$ cat src/rtl/flash_wake_pkg.sv
package flash_wake_pkg;

    localparam int unsigned ID_W    = 24;
    localparam int unsigned FRAME_W = 8 + ID_W;
    localparam int unsigned LEN_W   = $clog2(FRAME_W + 1);

    localparam logic [7:0] OP_STATUS = 8'h05;
    localparam logic [7:0] OP_RST_EN = 8'h66;
    localparam logic [7:0] OP_RST_GO = 8'h99;
    localparam logic [7:0] OP_IDENT  = 8'h9F;

    typedef enum logic [3:0] {
        W_PRE2, W_PRE8, W_PRE16, W_POLL, W_RSTEN,
        W_RSTGO, W_HOLD, W_REPOLL, W_IDREAD, W_FINISH
    } wake_state_e;

    typedef enum logic [1:0] {
        E_IDLE, E_LOW, E_HIGH, E_GAP
    } eng_state_e;

    typedef struct packed {
        logic [LEN_W-1:0]   len;
        logic [FRAME_W-1:0] bits;
    } frame_t;

endpackage

$ cat src/rtl/spi_frame_engine.sv
module spi_frame_engine
    import flash_wake_pkg::*;
#(
    parameter int unsigned HALF_DIV = 2,
    parameter int unsigned GAP_SCK  = 2
) (
    input  logic               clk,
    input  logic               rst_n,
    input  logic               start,
    input  frame_t             frame,
    input  logic               miso,
    output logic               sck,
    output logic               cs_n,
    output logic               mosi,
    output logic               mosi_oe,
    output logic [FRAME_W-1:0] rx,
    output logic               fin
);

    localparam int unsigned GAP_CLKS = GAP_SCK * 2 * HALF_DIV;
    localparam int unsigned TW       = $clog2(GAP_CLKS + 1);

    eng_state_e         st, st_nx;
    logic [TW-1:0]      tmr;
    logic [LEN_W-1:0]   left;
    logic [FRAME_W-1:0] sh;
    logic               hit;

    assign hit  = (tmr == '0);
    assign mosi = sh[FRAME_W-1];

    always_comb begin
        st_nx = st;
        unique case (st)
            E_IDLE: if (start) st_nx = E_LOW;
            E_LOW:  if (hit)   st_nx = E_HIGH;
            E_HIGH: if (hit)   st_nx = (left == LEN_W'(1)) ? E_GAP : E_LOW;
            E_GAP:  if (hit)   st_nx = E_IDLE;
        endcase
    end

    always_ff @(posedge clk or negedge rst_n) begin
        if (!rst_n) st <= E_IDLE;
        else        st <= st_nx;
    end

    always_ff @(posedge clk or negedge rst_n) begin
        if (!rst_n) begin
            tmr     <= '0;
            left    <= '0;
            sh      <= '0;
            rx      <= '0;
            sck     <= 1'b0;
            cs_n    <= 1'b1;
            mosi_oe <= 1'b0;
            fin     <= 1'b0;
        end else begin
            fin <= 1'b0;
            if (!hit) tmr <= tmr - TW'(1);
            unique case (st)
                E_IDLE: begin
                    if (start) begin
                        cs_n    <= 1'b0;
                        mosi_oe <= 1'b1;
                        sh      <= frame.bits;
                        left    <= frame.len;
                        tmr     <= TW'(HALF_DIV - 1);
                    end
                end
                E_LOW: begin
                    if (hit) begin
                        sck <= 1'b1;
                        rx  <= {rx[FRAME_W-2:0], miso};
                        tmr <= TW'(HALF_DIV - 1);
                    end
                end
                E_HIGH: begin
                    if (hit) begin
                        sck  <= 1'b0;
                        left <= left - LEN_W'(1);
                        if (left == LEN_W'(1)) begin
                            cs_n    <= 1'b1;
                            mosi_oe <= 1'b0;
                            tmr     <= TW'(GAP_CLKS - 1);
                        end else begin
                            sh  <= {sh[FRAME_W-2:0], 1'b0};
                            tmr <= TW'(HALF_DIV - 1);
                        end
                    end
                end
                E_GAP: begin
                    if (hit) fin <= 1'b1;
                end
            endcase
        end
    end

    // clock idles low outside a frame
    assert_sck_idle_R5: assert property (@(posedge clk) disable iff (!rst_n)
        cs_n |-> !sck);

    // data line released whenever chip select is high
    assert_oe_released_R4: assert property (@(posedge clk) disable iff (!rst_n)
        cs_n |-> !mosi_oe);

    // a frame is only launched on an idle engine
    assert_start_idle_R3: assert property (@(posedge clk) disable iff (!rst_n)
        start |-> (st == E_IDLE));

endmodule

$ cat src/rtl/wake_timer.sv
module wake_timer #(
    parameter int unsigned WAIT_CLKS = 10250
) (
    input  logic clk,
    input  logic rst_n,
    input  logic load,
    output logic expired
);

    localparam int unsigned CW = $clog2(WAIT_CLKS + 1);

    logic [CW-1:0] cnt;

    assign expired = (cnt == '0);

    always_ff @(posedge clk or negedge rst_n) begin
        if (!rst_n)        cnt <= '0;
        else if (load)     cnt <= CW'(WAIT_CLKS);
        else if (!expired) cnt <= cnt - CW'(1);
    end

    // a running count moves down by exactly one per cycle
    assert_count_down_R8: assert property (@(posedge clk) disable iff (!rst_n)
        (!expired && !load) |=> (cnt == $past(cnt) - CW'(1)));

endmodule

$ cat src/rtl/wake_ctrl.sv
module wake_ctrl
    import flash_wake_pkg::*;
#(
    parameter int unsigned POLL_LIMIT = 65535
) (
    input  logic               clk,
    input  logic               rst_n,
    input  logic               reset_en,
    input  logic               fin,
    input  logic [FRAME_W-1:0] rx,
    input  logic               tmr_done,
    output logic               start,
    output frame_t             frame,
    output logic               tmr_load,
    output logic               done,
    output logic               present,
    output logic [ID_W-1:0]    id
);

    localparam int unsigned PW = $clog2(POLL_LIMIT + 1);

    wake_state_e   st, st_nx;
    logic          launch;
    logic          kicked;
    logic [PW-1:0] poll_cnt;
    logic          poll_last;
    logic          busy_bit;
    logic          polling;

    assign poll_last = (poll_cnt == PW'(POLL_LIMIT - 1));
    assign busy_bit  = rx[0];
    assign polling   = (st == W_POLL) || (st == W_REPOLL);

    function automatic frame_t frame_for(wake_state_e s);
        frame_t f;
        f.bits = '0;
        f.len  = '0;
        case (s)
            W_PRE2:   begin f.len = LEN_W'(2);  f.bits = '1; end
            W_PRE8:   begin f.len = LEN_W'(8);  f.bits = '1; end
            W_PRE16:  begin f.len = LEN_W'(16); f.bits = '1; end
            W_POLL,
            W_REPOLL: begin f.len = LEN_W'(16); f.bits = {OP_STATUS, {ID_W{1'b0}}}; end
            W_RSTEN:  begin f.len = LEN_W'(8);  f.bits = {OP_RST_EN, {ID_W{1'b0}}}; end
            W_RSTGO:  begin f.len = LEN_W'(8);  f.bits = {OP_RST_GO, {ID_W{1'b0}}}; end
            W_IDREAD: begin f.len = LEN_W'(FRAME_W); f.bits = {OP_IDENT, {ID_W{1'b0}}}; end
            default:  begin f.len = '0; f.bits = '0; end
        endcase
        return f;
    endfunction

    always_comb begin
        st_nx    = st;
        launch   = 1'b0;
        tmr_load = 1'b0;
        unique case (st)
            W_PRE2: begin
                if (!kicked) launch = 1'b1;
                else if (fin) begin st_nx = W_PRE8; launch = 1'b1; end
            end
            W_PRE8:  if (fin) begin st_nx = W_PRE16; launch = 1'b1; end
            W_PRE16: if (fin) begin st_nx = W_POLL;  launch = 1'b1; end
            W_POLL, W_REPOLL: begin
                if (fin) begin
                    if (!busy_bit) begin
                        st_nx  = (st == W_POLL && reset_en) ? W_RSTEN : W_IDREAD;
                        launch = 1'b1;
                    end else if (poll_last) begin
                        st_nx = W_FINISH;
                    end else begin
                        launch = 1'b1;
                    end
                end
            end
            W_RSTEN: if (fin) begin st_nx = W_RSTGO; launch = 1'b1; end
            W_RSTGO: if (fin) begin st_nx = W_HOLD; tmr_load = 1'b1; end
            W_HOLD:  if (tmr_done) begin st_nx = W_REPOLL; launch = 1'b1; end
            W_IDREAD: if (fin) st_nx = W_FINISH;
            W_FINISH: st_nx = W_FINISH;
        endcase
    end

    always_ff @(posedge clk or negedge rst_n) begin
        if (!rst_n) st <= W_PRE2;
        else        st <= st_nx;
    end

    always_ff @(posedge clk or negedge rst_n) begin
        if (!rst_n) begin
            kicked   <= 1'b0;
            start    <= 1'b0;
            frame    <= '0;
            poll_cnt <= '0;
            done     <= 1'b0;
            present  <= 1'b0;
            id       <= '0;
        end else begin
            kicked <= 1'b1;
            start  <= launch;
            if (launch) frame <= frame_for(st_nx);
            if ((st == W_PRE16 && fin) || (st == W_HOLD && tmr_done))
                poll_cnt <= '0;
            else if (polling && fin && busy_bit && !poll_last)
                poll_cnt <= poll_cnt + PW'(1);
            if (st_nx == W_FINISH && st != W_FINISH) done <= 1'b1;
            if (st == W_IDREAD && fin) begin
                id      <= rx[ID_W-1:0];
                present <= (rx[ID_W-1:0] != '0) && (rx[ID_W-1:0] != '1);
            end
        end
    end

    // completion is final
    assert_done_sticky_R12: assert property (@(posedge clk) disable iff (!rst_n)
        done |=> done);

    // nothing is launched after completion
    assert_quiet_after_done_R12: assert property (@(posedge clk) disable iff (!rst_n)
        done |-> !start);

    // present only reported with a finished sequence
    assert_present_done_R11: assert property (@(posedge clk) disable iff (!rst_n)
        present |-> done);

    // the bus stays idle during the reset wait
    assert_quiet_hold_R8: assert property (@(posedge clk) disable iff (!rst_n)
        (st == W_HOLD) |-> !start);

    // the poll count never passes its limit
    assert_poll_bound_R7: assert property (@(posedge clk) disable iff (!rst_n)
        32'(poll_cnt) < POLL_LIMIT);

endmodule

$ cat src/rtl/flash_wake_seq.sv
module flash_wake_seq
    import flash_wake_pkg::*;
#(
    parameter int unsigned HALF_DIV      = 2,
    parameter int unsigned GAP_SCK       = 2,
    parameter int unsigned CLKS_PER_US   = 250,
    parameter int unsigned RESET_WAIT_US = 41,
    parameter int unsigned POLL_LIMIT    = 65535
) (
    input  logic        clk,
    input  logic        rst_n,
    input  logic        reset_en,
    input  logic        miso,
    output logic        sck,
    output logic        cs_n,
    output logic        mosi,
    output logic        mosi_oe,
    output logic        done,
    output logic        present,
    output logic [23:0] id
);

    localparam int unsigned WAIT_CLKS = CLKS_PER_US * RESET_WAIT_US;

    logic               start;
    frame_t             frame;
    logic               fin;
    logic [FRAME_W-1:0] rx;
    logic               tmr_load;
    logic               tmr_done;
    logic [ID_W-1:0]    id_q;

    assign id = id_q;

    wake_ctrl #(.POLL_LIMIT(POLL_LIMIT)) u_ctrl (
        .clk      (clk),
        .rst_n    (rst_n),
        .reset_en (reset_en),
        .fin      (fin),
        .rx       (rx),
        .tmr_done (tmr_done),
        .start    (start),
        .frame    (frame),
        .tmr_load (tmr_load),
        .done     (done),
        .present  (present),
        .id       (id_q)
    );

    spi_frame_engine #(.HALF_DIV(HALF_DIV), .GAP_SCK(GAP_SCK)) u_eng (
        .clk     (clk),
        .rst_n   (rst_n),
        .start   (start),
        .frame   (frame),
        .miso    (miso),
        .sck     (sck),
        .cs_n    (cs_n),
        .mosi    (mosi),
        .mosi_oe (mosi_oe),
        .rx      (rx),
        .fin     (fin)
    );

    wake_timer #(.WAIT_CLKS(WAIT_CLKS)) u_tmr (
        .clk     (clk),
        .rst_n   (rst_n),
        .load    (tmr_load),
        .expired (tmr_done)
    );

endmodule

$ cat config.mk
export PLATFORM = sky130hd
export DESIGN_NAME = flash_wake_seq
export DESIGN_NICKNAME = d
export VERILOG_FILES = /design/src/rtl/flash_wake_pkg.sv /design/src/rtl/spi_frame_engine.sv /design/src/rtl/wake_timer.sv /design/src/rtl/wake_ctrl.sv /design/src/rtl/flash_wake_seq.sv
export SDC_FILE = /design/constraint.sdc
export NUM_CORES = 1
export LEC_CHECK = 0
export BUFFER_PORTS_ARGS = -buffer_cell sky130_fd_sc_hd__buf_2
export CAP_MARGIN = 20
export CORE_ASPECT_RATIO = 1.75
export CORE_MARGIN = 2
export CORE_UTILIZATION = 50
export CTS_BUF_LIST = sky130_fd_sc_hd__clkbuf_8 sky130_fd_sc_hd__clkbuf_16
export DETAILED_ROUTE_END_ITERATION = 7
export PLACE_DENSITY = 0.65
export SLEW_MARGIN = 0
export SYNTH_ARGS = -nofsm -noshare
export SYNTH_HDL_FRONTEND = slang
export SYNTH_SLANG_ARGS = --single-unit
$ cat constraint.sdc
create_clock -name clk -period 5.15 [get_ports clk]
set_input_delay 0.515 -clock clk [delete_from_list [all_inputs] [get_ports clk]]
set_output_delay 0.515 -clock clk [all_outputs]
set_load 0.05 [all_outputs]
======== Word level (Yosys, flattened, before mapping) ========
Memories as Yosys holds them, arrays and structs flattened. A register that Yosys moved wholly into a read port is not among the register bits.
Index checks and enable logic that the tools add are counted.
cells by class
  add/subtract/negate cells ............... 4
  equal/unequal tests ..................... 24
  multiplexer cells ....................... 57
  reductions and logical operators ........ 29
operator list
  cell                     number
  $mux W32                 3
  $mux W4                  16
  $pmux W32 S2             1
  $pmux W4 S9              1
  $mux W16                 2
  $mux W14                 2
  $ne A24 B24 Y1 const B   1
  $reduce_bool A24 Y1      1
  $mux W1                  17
  $add A16 B1 Y16 const B  1
  $eq A16 B16 Y1 const B   1
  $eq A4 B3 Y1 const B     4
  $logic_not A14 Y1        1
  $sub A14 B1 Y14 const B  1
  $eq A4 B4 Y1 const B     3
  $mux W6                  2
  $pmux W4 S3              1
  $pmux W6 S2              1
  $reduce_and A4 Y1        3
  $mux W2                  5
  $logic_and A1 B1 Y1      9
  $eq A4 B2 Y1 const B     2
  $logic_not A4 Y1         2
  $ne A2 B1 Y1 const B     4
  20 further kinds         30
word-level totals
  register bits after elaboration ......... 140
  memory bits (read-only) ................. 576
  bits of input ports ..................... 4
  output and inout bits ................... 30
  word-level logic and storage cells ...... 133
  memories ................................ 1
memory list
  memory           depth  bits a word  read ports  clocked after memory_dff  wr ports  RTL line         text
  (no name shown)  16     36           1           1                         0         wake_ctrl.sv:38  case (s)

======== Depth between registers and ports, before layout ========
  depth in word-level cells ............... 8
  gate-level depth with buffers ........... 12
  gate-level depth less buffers ........... 12

======== Cells and area by module ========
From an unflattened synthesis, not the netlist that was laid out.
second synthesis, totals
  cells, all modules ...................... 660
  area total of the unflattened synthesis .. 7731.2 µm²
modules (own cells, without submodules)
  module            times used  cells an instance  area an instance (µm²)
  spi_frame_engine  1           276                3846.2
  wake_ctrl         1           303                3094.2
  wake_timer        1           81                 790.8

======== Worst setup path after synthesis ========
OpenSTA, ideal clock, no wires.
  path type ............................... reg-to-reg
  from .................................... reg u_tmr.cnt[0]
  to ...................................... reg u_ctrl.frame[31] (netlist name)
  library setup time ...................... 135 ps
  arrival time ............................ 2335 ps
  required time ........................... 5015 ps
  path slack .............................. 2681 ps
  stages on the path, launching flop included .. 13
  buffers on the path ..................... 0
  clock period less this slack ............ 2469 ps
  cells stage by stage .................... dfrtp_1 -> inv_1 -> ha_1 -> nor3b_1 -> nand4_2 -> or3_1 -> nand2_1 -> inv_1 -> ha_1 -> inv_1 -> nor2_1 -> nor2b_1 -> o31ai_1
between the ends
  word-level cells in the longest chain between the ends .. 3
ends and longest elaborated chain
  what                    RTL line          text
  from (decl)             wake_timer.sv:12  logic [CW-1:0] cnt;
  from (signal assigned)  wake_timer.sv:18  else if (load) cnt <= CW'(WAIT_CLKS);
  from (signal assigned)  wake_timer.sv:19  else if (!expired) cnt <= cnt - CW'(1);
  $logic_not A14 Y1       wake_timer.sv:14  assign expired = (cnt == '0);
  $mux W4                 wake_ctrl.sv:77   W_HOLD: if (tmr_done) begin st_nx = W_REPOLL; launch = 1'b1; end
  $pmux W4 S9             wake_ctrl.sv:56   unique case (st)
  via u_ctrl.st_nx[0]     wake_ctrl.sv:22   wake_state_e st, st_nx;
The timed path passes the listed nets, and every way through them passes these cells.
A chain may end at the register's enable or synchronous reset.

======== Worst setup path after layout ========
  from .................................... reg u_tmr.cnt[0]
  to ...................................... reg u_ctrl.frame[31] (netlist name)
between the ends
  word-level cells in the longest chain between the ends .. 3
ends and longest elaborated chain
  what                 RTL line
  $logic_not A14 Y1    wake_timer.sv:14
  $mux W4              wake_ctrl.sv:77
  $pmux W4 S9          wake_ctrl.sv:56
  via u_ctrl.st_nx[0]  wake_ctrl.sv:22
The timed path passes the listed nets, and every way through them passes these cells.

==> metrics.md <==
| Metric | Value |
|---|---|
| Critical R2R Launch | `u_tmr.cnt[0]$_DFFE_PN0P_` |
| Synthesized flop and latch total | `144` |
| CP required | `roughly 5.4 ns` |
| Final Routed Wirelength | `~13,000 µm` |
| Mean post-synth cell area | `around 11 µm²` |
| Area contributors post-synth | `dfrtp_1, mux2_2, a221o_1` |
| Synth top area share | `0.536` |
| Skew final | `roughly 0.0095 ns` |
| Max Fclk | `roughly 0.36 GHz` |
| Number of port buffers | `33` |
| Number of gates resized after cts | `0` |
| Post-synth EDFFs | `0` |
| Multiplexer share of the synthesized area | `0.0888` |
| H-tree level count | `4` |
| Post-DRT Antenna Nets | `0` |
| VDD IR-drop max | `a little over 0.2 mV` |
| CTS tree | `built` |
| Share of layout cells above drive strength 1 | `0.224` |
| CP startpoint kind | `flop` |
| Largest stage delay on the critical path | `roughly 0.40 ns` |
| Leakage | `about 3.7 nW` |
| GRT overflow | `0` |
| CTS Sinks | `about 140` |
| GP Congestion | `0.904` |
| Synth top cells by count | `dfrtp_1, nand2_1, nor2_1, mux2_2, o21ai_0` |
| Max-cap violations | `0` |
| Via count of the first global-routing pass | `approximately 4,700` |
| Asr flop ratio synth | `1.00` |
| Nets | `640` |
| Largest family of logic cells by synthesized area | `simple AND/OR/NAND/NOR gates` |
| Total CTS buffers | `17` |
| Clock buffer depth | `2` |
| GR Util All Layers | `0.195` |
| CTS hold repair buffers | `0` |
| Start-to-end type of the worst setup path | `reg2reg` |
| Largest net degree at the start of global routing | `89` |
| Post-CTS Setup Bufs | `0` |
| CP max stage cell | `dfrtp_1` |
| Synth Area in Adders | `0.0225` |
| Slew margin rel. | `0.454` |
| I/O pins | `34` |
| Hold_ws | `between 0.1 and 0.15 ns` |
| Synthesized instance count | `approximately 600` |
| Status | `complete, no violations` |
| CP endpoint kind | `flop` |
| Final min period | `approximately 2.8 ns` |
| Initial Util | `0.513` |
| Most frequent cell after synthesis | `dfrtp_1` |
| CP cell instances | `inv_1 -> ha_1 -> nor3b_1 -> nand4_2 -> or3_1 -> nand2_1 -> inv_1 -> ha_1 -> inv_1 -> nor2_1 -> nor2b_1 -> o31ai_1` |
| FF-to-FF End | `u_ctrl.frame[31]$_DFFE_PN0P_` |
| Cells on worst reg2reg path | `12` |
| First-pass GRT wire length | `approximately 22,000 µm` |
| # rows | `55` |
| Crit Path Max Fanout | `9` |
| Mapped Area | `approximately 6700 µm²` |
| Pre-antenna DRT Iters | `4` |
| R2R setup slack | `around 2.4 ns` |
| Full die area | `14,300 µm²` |
| Register area share after synthesis | `0.540` |
| # DRC | `0` |
| Wirelength per Cell | `between 15 and 20 µm` |
| Initial antenna violation count | `0` |
| Max Slew Vio Count | `0` |
| Via count | `approximately 4,600` |
| Area fraction in compound gates after synthesis | `0.119` |
| Cell mode on critical path | `inv_1` |
| Cell Pwr Density | `between 300 and 400 nW/µm²` |
| Iteration-0 DRC Markers | `around 260` |
| Antenna Cells | `0` |
| Die height | `157 µm` |
| Slew @ Worst Pin | `between 0.8 and 0.9 ns` |
| Vias per inst | `between 5 and 6` |
| Area Overhead vs Synth | `13.8%` |
| Clk slew on worst S/H paths | `0.06 ns` |
| Die Width | `just over 90 µm` |
| Netlist cell types | `65` |
| RSZ-0062 raised after global routing | `no` |
| Post-synth top area cell | `dfrtp_1` |
| Setup TNS | `0 ns` |
| Synth Area in Simple Gates | `0.163` |
| Post-DP HPWL | `~8700 µm` |
| Fin. Hold Viols | `0` |
| Synth Area in XOR/XNOR | `0.0354` |
| Placement Setup Slack | `~2.3 ns` |
| Clk_lat worst skew | `0.42 ns` |
| Final setup margin | `roughly 2.4 ns` |
| Hold WC Path Type | `in2async` |
| Most used DFF post-synth | `dfrtp_1` |
| Root Driver | `clkbuf_16` |
| Synthesized net count | `about 610` |
| # setup viols final | `0` |
| Critical Path AT | `about 3.1 ns` |
| Core box area | `approximately 13,000 µm²` |
| Final Cycle Share | `0.540` |
| Synth warn | `0` |
flip-flops by register name, indices dropped and copies added, names as in the netlist:
name,cells
u_eng.sh,32
u_eng.cs_n,1
u_ctrl.frame,10
u_ctrl.id,24
u_ctrl.poll_cnt,16
u_ctrl.kicked,1
u_eng.mosi_oe,1
u_eng.fin,1
u_eng.tmr,4
u_ctrl.start,1
u_eng.rx,24
u_ctrl.done,1
u_eng.sck,1
u_eng.st,2
u_tmr.cnt,14
u_eng.left,6
u_ctrl.present,1
u_ctrl.st,4
worst max path at each step:
stage	depth (start not counted)	start	slack [ns]	end
floorplan	12	u_tmr.cnt[0]$_DFFE_PN0P_	2.68	u_ctrl.frame[31]$_DFFE_PN0P_
global placement	4	u_eng.st[0]$_DFFE_PN0P_	2.44	u_eng.sh[8]$_DFFE_PN0P_
detailed placement	4	u_eng.st[0]$_DFFE_PN0P_	2.33	u_eng.sh[1]$_DFFE_PN0P_
CTS	4	u_eng.st[0]$_DFFE_PN0P_	2.27	u_eng.sh[1]$_DFFE_PN0P_
global route	12	u_tmr.cnt[0]$_DFFE_PN0P_	2.09	u_ctrl.frame[26]$_DFFE_PN0P_
finish	12	u_tmr.cnt[0]$_DFFE_PN0P_	2.37	u_ctrl.frame[31]$_DFFE_PN0P_
cell type report:
| type | count | area, µm² |
|---|---|---|
| Sequential cell | 144 | 3600 |
| Inverter | 19 | 71.3 |
| Multi-Input combinational cell | 403 | 2870 |
| Tap cell | 171 | 214 |
| Fill cell | 1079 | 5410 |
| Clock buffer | 20 | 467 |
| Clock inverter | 12 | 131 |
| Timing Repair Buffer | 39 | 236 |
per-layer routing:
metal	up-vias	global-route usage	wire (µm)
met3	21	0.0448	353
met2	69	0.347	7030
li1	2184	-	-
met1	2297	0.227	5460
met5	-	0	0
met4	0	0.0779	209
stage by stage:
stage	cell area (µm²)	power [mW]	utilization	cells
after detailed placement	6960	1.21	0.535	774
after CTS	7560	2.45	0.581	806
after global placement	6960	1.21	0.535	774
after floorplan	6680	1.18	-	592
final	7590	2.42	0.584	808
after global routing	7590	2.50	0.584	808
where the power goes:
group / leakage [nW] / switching [mW] / internal [mW]
registers: 1.97 / 0.00678 / 1.13
clock network: 0.296 / 0.480 / 0.754
logic: 1.47 / 0.0351 / 0.0114
worst max-delay path, delay by kind of cell (launching register included):
| kind | cells | cell delay (ns) |
|---|---|---|
| AND/OR/NAND/NOR | 6 | 1.49 |
| adder cells (fa/ha/maj) | 2 | 0.41 |
| flip-flops | 1 | 0.40 |
| buffers and inverters | 3 | 0.23 |
| AO/OA/AOI/OAI | 1 | 0.10 |
cells in the final DEF, fill, tap and decap left out, drive strengths merged, types with 4 or more instances in the layout:
cell and n:
a21oi 22, o21ai 29, a21o 5, mux2 50, nor3b 4, clkbuf 21
nor4 14, xor2 11, inv 25, nand4 16, nor2 53, o31ai 4
buf 38, nand3 9, a221o 23, nor2b 8, nand2 55, nand2b 7
xnor2 16, ha 12, dfrtp 143, a211oi 4, nor3 17, and2 5
logic make-up after synthesis:
logic type | Yosys count
buffers and inverters | 45
flip-flops | 144
multiplexers | 53
adder cells (fa/ha/maj) | 12
AO/OA/AOI/OAI | 107
other | 1
AND/OR/NAND/NOR | 203
XOR/XNOR | 27
(Power assumes the default switching activity.)
